$ cat src/rtl/swrst_reg.sv
module swrst_reg #(
  parameter int LINES        = 32,
  parameter int ADDR_W       = 8,
  parameter int REG_OFFSET   = 'h30,
  parameter int PULSE_CYCLES = 4
) (
  input  logic                     clk,
  input  logic                     rst_n,
  input  logic [ADDR_W-1:0]        bus_addr,
  input  logic                     bus_we,
  input  logic [LINES-1:0]         bus_wdata,
  output logic [LINES-1:0]         bus_rdata,
  input  logic                     pulse_start,
  input  logic [$clog2(LINES)-1:0] pulse_line,
  input  logic [LINES-1:0]         seq_mask,
  input  logic [LINES-1:0]         seq_value,
  output logic [LINES-1:0]         rst_lines_n
);
  localparam int IDX_W = $clog2(LINES);
  localparam int CNT_W = $clog2(PULSE_CYCLES + 1);

  logic [LINES-1:0] reg_q, reg_d;
  logic             busy_q, busy_d;
  logic [CNT_W-1:0] cnt_q, cnt_d;
  logic [IDX_W-1:0] sel_q, sel_d;
  logic             hit;

  assign hit         = bus_addr == REG_OFFSET[ADDR_W-1:0];
  assign bus_rdata   = hit ? reg_q : '0;
  assign rst_lines_n = reg_q;

  always_comb begin
    reg_d  = (bus_we && hit) ? bus_wdata : reg_q;
    busy_d = busy_q;
    cnt_d  = cnt_q;
    sel_d  = sel_q;
    if (busy_q) begin
      if (cnt_q == '0) begin
        reg_d[sel_q] = 1'b1;
        busy_d       = 1'b0;
      end else begin
        cnt_d = cnt_q - CNT_W'(1);
      end
    end else if (pulse_start) begin
      reg_d[pulse_line] = 1'b0;
      busy_d            = 1'b1;
      cnt_d             = CNT_W'(PULSE_CYCLES - 1);
      sel_d             = pulse_line;
    end
    reg_d = (reg_d & ~seq_mask) | (seq_value & seq_mask);
  end

  always_ff @(posedge clk or negedge rst_n) begin
    if (!rst_n) begin
      reg_q  <= '1;
      busy_q <= 1'b0;
      cnt_q  <= '0;
      sel_q  <= '0;
    end else begin
      reg_q  <= reg_d;
      busy_q <= busy_d;
      cnt_q  <= cnt_d;
      sel_q  <= sel_d;
    end
  end
endmodule

$ cat config.mk
export PLATFORM = sky130hd
export DESIGN_NAME = swrst_reg
export DESIGN_NICKNAME = d
export VERILOG_FILES = /design/src/rtl/swrst_reg.sv
export SDC_FILE = /design/constraint.sdc
export NUM_CORES = 1
export LEC_CHECK = 0
export ABC_AREA = 1
export BUFFER_PORTS_ARGS = -buffer_cell sky130_fd_sc_hd__buf_2
export CAP_MARGIN = 10
export CORE_ASPECT_RATIO = 0.75
export CORE_UTILIZATION = 48
export CTS_BUF_LIST = sky130_fd_sc_hd__clkbuf_4
export DETAILED_ROUTE_END_ITERATION = 10
export GPL_TIMING_DRIVEN = 0
export PLACE_DENSITY = 0.89
export SYNTH_ARGS = -nofsm -noshare
export SYNTH_HDL_FRONTEND = slang
export SYNTH_SLANG_ARGS = --single-unit
export TNS_END_PERCENT = 10
$ cat constraint.sdc
create_clock -name clk -period 2.4 [get_ports clk]
set_clock_uncertainty 0.05 [all_clocks]
set_input_delay 0.24 -clock clk [delete_from_list [all_inputs] [get_ports clk]]
set_output_delay 0.24 -clock clk [all_outputs]
set_load 0.005 [all_outputs]
== Yosys cells after proc, flatten, opt, wreduce, memory -nomap -nowiden ==
Cells that the tools add are included.
Operators by class
  reduce and logical (&&, ||, !) cells: 7
  equal/unequal tests: 2
  bitwise gates (word level): 8
  mux-type cells: 15
  add/sub/neg operators: 1
  $lt $le $gt $ge: 4
Operators with widths (number)
  32-bit 2-to-1 mux: 5
  32-bit AND: 3
  32-bit inverter: 2
  32-bit OR: 2
  5-bit by 6-bit less-than comparator with 1-bit output, second input constant: 2
  1-bit demux with 5-bit select: 2
  5-bit by 1-bit >= comparator with 1-bit output, second input constant: 2
  3-bit 2-to-1 mux: 3
  8-bit by 6-bit equality test with 1-bit output, second input constant: 1
  1-bit 2-to-1 mux: 5
  2-bit AND reduction: 2
  1-bit logical AND: 3
  3-bit logical NOT: 1
  3-bit by 1-bit subtractor with 3-bit output, second input constant: 1
  2-bit inequality test, second input constant: 1
  2-bit nonzero test: 1
  1-bit inverter: 1
Storage, ports and cells
  bits in registers: 41
  output and inout bits: 64
  input port bits: 113
  logic and storage cells: 41

== Logic depth before layout (Yosys ltp) ==
  depth after elaboration: 10
  gate-level depth with buffers: 9
  gate-level depth less buffers: 9

== Worst setup path before layout ==
No wires, ideal clock.
  path kind: register to register
  start point: register cnt_q[0]
  end point: register reg_q[12], in the netlist rst_lines_n[12]
  slack: 0.895 ns
  cell stages (with the launch flop): 10
  buffers on the path: 0
  clock period less this slack: 1.505 ns
  arrival: 1.394 ns
  cell sequence: dfrtp_1 inv_1 ha_1 ha_1 nand2_2 nor3_2 nand2_1 nand3_1 nand2_1 nand2_1
On the way
  longest elaborated chain between the ends: 5
RTL lines
  start: declaration: line 24  | logic [CNT_W-1:0] cnt_q, cnt_d;
  start signal: assignment: line 62  | cnt_q <= cnt_d;
  3-bit logical NOT: line 38  | if (cnt_q == '0) begin
  32-bit 2-to-1 mux: line 38
  32-bit 2-to-1 mux: line 37  | if (busy_q) begin
  32-bit AND: line 50  | reg_d = (reg_d & ~seq_mask) | (seq_value & seq_mask);
  32-bit OR: line 50
  net reg_d[12]: line 22  | logic [LINES-1:0] reg_q, reg_d;
  end signal: assignment: line 60  | reg_q <= reg_d;
  end: declaration: line 22
The timed path passes the listed nets, and every way through them passes these cells.
A chain may end at the register's enable or synchronous reset.

== Worst setup path after layout ==
  start point: register cnt_q[0]
  end point: register reg_q[28], in the netlist rst_lines_n[28]
The elaborated chain is that of the path after synthesis.

==> impl_metrics.env <==
export IMPL_run_status="finished, violations left"
export IMPL_violations="negative hold slack"
export IMPL_clkTransAtPathRegs_ns=0.14
export IMPL_crit_buf_inv=1
export IMPL_cts_root_buffer="clkbuf_4"
export IMPL_async_flop_share_pct=100
export IMPL_synth_top_family_by_area="simple AND/OR/NAND/NOR gates"
export IMPL_antennaDiodeCount=0
export IMPL_cts_tree="done"
export IMPL_drt_first_pass_iters=6
export IMPL_layout_cells_non_filler=710
export IMPL_antenna_found_initial=0
export IMPL_swShare_pct=40.0
export IMPL_ant_nets=0
export IMPL_syn_to_final_growth_pct=35.7
export IMPL_power_frac_seq_pct=46.0
export IMPL_synth_edff_count=0
export IMPL_final_area_mm2=0.00393
export IMPL_final_setup_tns_ns=0
export IMPL_synth_most_common_cell="nand2_1"
export IMPL_min_delay_path_class="input pin to async pin"
export IMPL_setup_viol=0
export IMPL_synth_compound_area_share_pct=6.96
export IMPL_slowest_delay_ns=0.52
export IMPL_synth_xor_area_share_pct=0
export IMPL_yosysUniqueCellTypes=21
export IMPL_worstReg2RegStart="cnt_q[0]$_DFFE_PN0P_"
export IMPL_synthCells=449
export IMPL_core_area_mm2=0.00583
export IMPL_internal_power_mw=1.30
export IMPL_finish_utilization_pct=67.4
export IMPL_first_global_vias=3521
export IMPL_min_period_ns=1.93
export IMPL_syn_nets=564
export IMPL_switchingPower_mw=0.863
export IMPL_cp_slowest_cell="nor3_2"
export IMPL_portBuffers=175
export IMPL_dominantRegCellSynth="dfstp_2"
export IMPL_yosysSeqAreaShare_pct=36.9
export IMPL_synth_area_leaders="dfstp_2 29%, nand2_1 22%, nand3_1 11%, dfrtp_1 7.8%, a21oi_1 5.7%"
export IMPL_power_frac_clock_pct=17.3
export IMPL_critPathKind="register to register"
export IMPL_worst_r2r_endpoint="rst_lines_n[28]$_DFF_PN1_"
export IMPL_layout_drive_gt1_share_pct=39.9
export IMPL_start_util_pct=49.7
export IMPL_die_h_um=69.2
export IMPL_cts_resized_gates=0
export IMPL_fp_dieW_um=91.6
export IMPL_ys_ff_latch=41
export IMPL_relSlewSlack_pct=35.9
export IMPL_drv_slew=0
export IMPL_syn_cell_area_mm2=0.00289
export IMPL_overflow=0
export IMPL_fmax_mhz=518
export IMPL_final_hold_violation_count=1
export IMPL_dpl_hpwl_um=7450
export IMPL_reg2reg_depth=9
export IMPL_numCtsBuffers=5
export IMPL_finalCritPeriodShare_pct=80.5
export IMPL_postPlaceCellArea_mm2=0.00387
export IMPL_fin_hold_ws_ns=-0.00733
export IMPL_cp_start_kind="register"
export IMPL_post_drt_wl_per_cell_um=13.7
export IMPL_fillCellCount=541
export IMPL_path_cells="inv_1, ha_1, ha_1, nand2_2, nor3_2, nand2_1, nand3_1, nand2_1, nand2_1"
export IMPL_combPwrFrac_pct=36.8
export IMPL_rsz0062_at_grt="no"
export IMPL_crit_path_frequent_cell="nand2_1"
export IMPL_tightestPinTransition_ns=0.961
export IMPL_die_area_mm2=0.00634
export IMPL_post_route_drc_count=0
export IMPL_via_count=3699
export IMPL_track_usage_pct=31.4
export IMPL_power_density_mw_per_mm2=550
export IMPL_synthAdderAreaFrac_pct=0.865
export IMPL_drt_iter0_markers=229
export IMPL_postCtsHoldBufs=0
export IMPL_leakagePower_nw=2.26
export IMPL_critPathRequiredTime_ns=2.63
export IMPL_finalNetCount=746
export IMPL_cap_violations=0
export IMPL_synth_top_cell_by_area="dfstp_2"
export IMPL_vdd_drop_max_mv=0.378
export IMPL_synth_mux_area_fraction_pct=0
export IMPL_place_ws_ns=0.519
export IMPL_fin_total_pwr_mw=2.16
export IMPL_synth_commonest_cells="171 x nand2_1, 65 x nand3_1, 39 x inv_1"
export IMPL_clock_latency_ns=0.34
export IMPL_fin_ws_ns=0.469
export IMPL_grt_max_degree=42
export IMPL_row_count=24
export IMPL_crit_fanout=8
export IMPL_synth_top_area_share_pct=29.1
export IMPL_critical_path_top_delay_family="simple AND/OR/NAND/NOR gates"
export IMPL_gp_congestion=0.889
export IMPL_critPathArrivalTime_ns=2.16
export IMPL_htree_levels=2
export IMPL_r2r_slack_ns=0.47
export IMPL_ios=177
export IMPL_clk_path_buf_depth=2
export IMPL_endpoint_kind="register"
export IMPL_avgSynthCellArea_um2=6.44
export IMPL_routed_wl_um=9720
export IMPL_via_per_inst=5.21
export IMPL_grt_pass1_wl_um=15700
export IMPL_post_cts_buffers=0
export IMPL_clock_sinks=41
export IMPL_yosys_warnings=0
export IMPL_dp_cells=702
export IMPL_yosys_area_share_simple_pct=45.8
state kept, by name (all words and copies together), names as in the netlist:
| name | count |
|---|---|
| busy_q | 1 |
| cnt_q | 3 |
| rst_lines_n | 32 |
| sel_q | 5 |
layer usage:
metal  track usage [%]  share of wire [%]
met5                 0                  0
met4              7.41               0.71
met3              3.95                7.5
met2              55.3                 49
met1              41.1                 43
cell type report:
type                            count  area, µm²  area share [%]
Buffer                             13       78.8            2.01
Sequential cell                    41       1070            27.2
Inverter                           52        195            4.97
Multi-Input combinational cell    343       1550            39.5
Timing Repair Buffer              175        876            22.3
Tap cell                           78       97.6            2.49
Clock buffer                        8       60.1            1.53
worst max-delay path by stage:
stage	start	endpoint	slack, ns	cells past startpoint
after floorplan	cnt_q[0]$_DFFE_PN0P_	rst_lines_n[12]$_DFF_PN1_	0.90	9
after global placement	cnt_q[0]$_DFFE_PN0P_	rst_lines_n[20]$_DFF_PN1_	0.59	9
after detailed placement	cnt_q[0]$_DFFE_PN0P_	rst_lines_n[28]$_DFF_PN1_	0.52	9
after CTS	cnt_q[0]$_DFFE_PN0P_	rst_lines_n[28]$_DFF_PN1_	0.47	9
after global routing	cnt_q[0]$_DFFE_PN0P_	rst_lines_n[4]$_DFF_PN1_	0.24	9
final	cnt_q[0]$_DFFE_PN0P_	rst_lines_n[28]$_DFF_PN1_	0.47	9
kinds of logic (layout without fill, tap and decap cells):
group | after synthesis | after routing
AND/OR/NAND/NOR | 301 | 301
adder cells (fa/ha/maj) | 2 | 2
flip-flops | 41 | 41
buffers and inverters | 65 | 248
AO/OA/AOI/OAI | 40 | 40
power by group through the flow:
stage	combinational, mW	sequential [mW]	clock [mW]
finish	0.794	0.992	0.373
global route	0.896	1.01	0.405
CTS	0.785	0.990	0.385
detailed placement	0.782	1.00	0
global placement	0.743	0.990	0
floorplan	0.475	0.985	0
placed cells by master (no fill, tap or decap), types with 4 or more instances in the layout:
master / synthesis / final
nor3_1: 12 / 12
clkbuf_4: 0 / 8
dfrtp_1: 9 / 9
nand2_1: 171 / 171
inv_2: 13 / 13
dfstp_2: 32 / 32
nand3_1: 65 / 65
clkbuf_1: 4 / 4
inv_1: 39 / 39
buf_2: 6 / 181
o21ai_1: 6 / 6
nor3_2: 6 / 6
a21oi_1: 33 / 33
nor2_1: 38 / 38
Power figures use the tool's default switching activity.
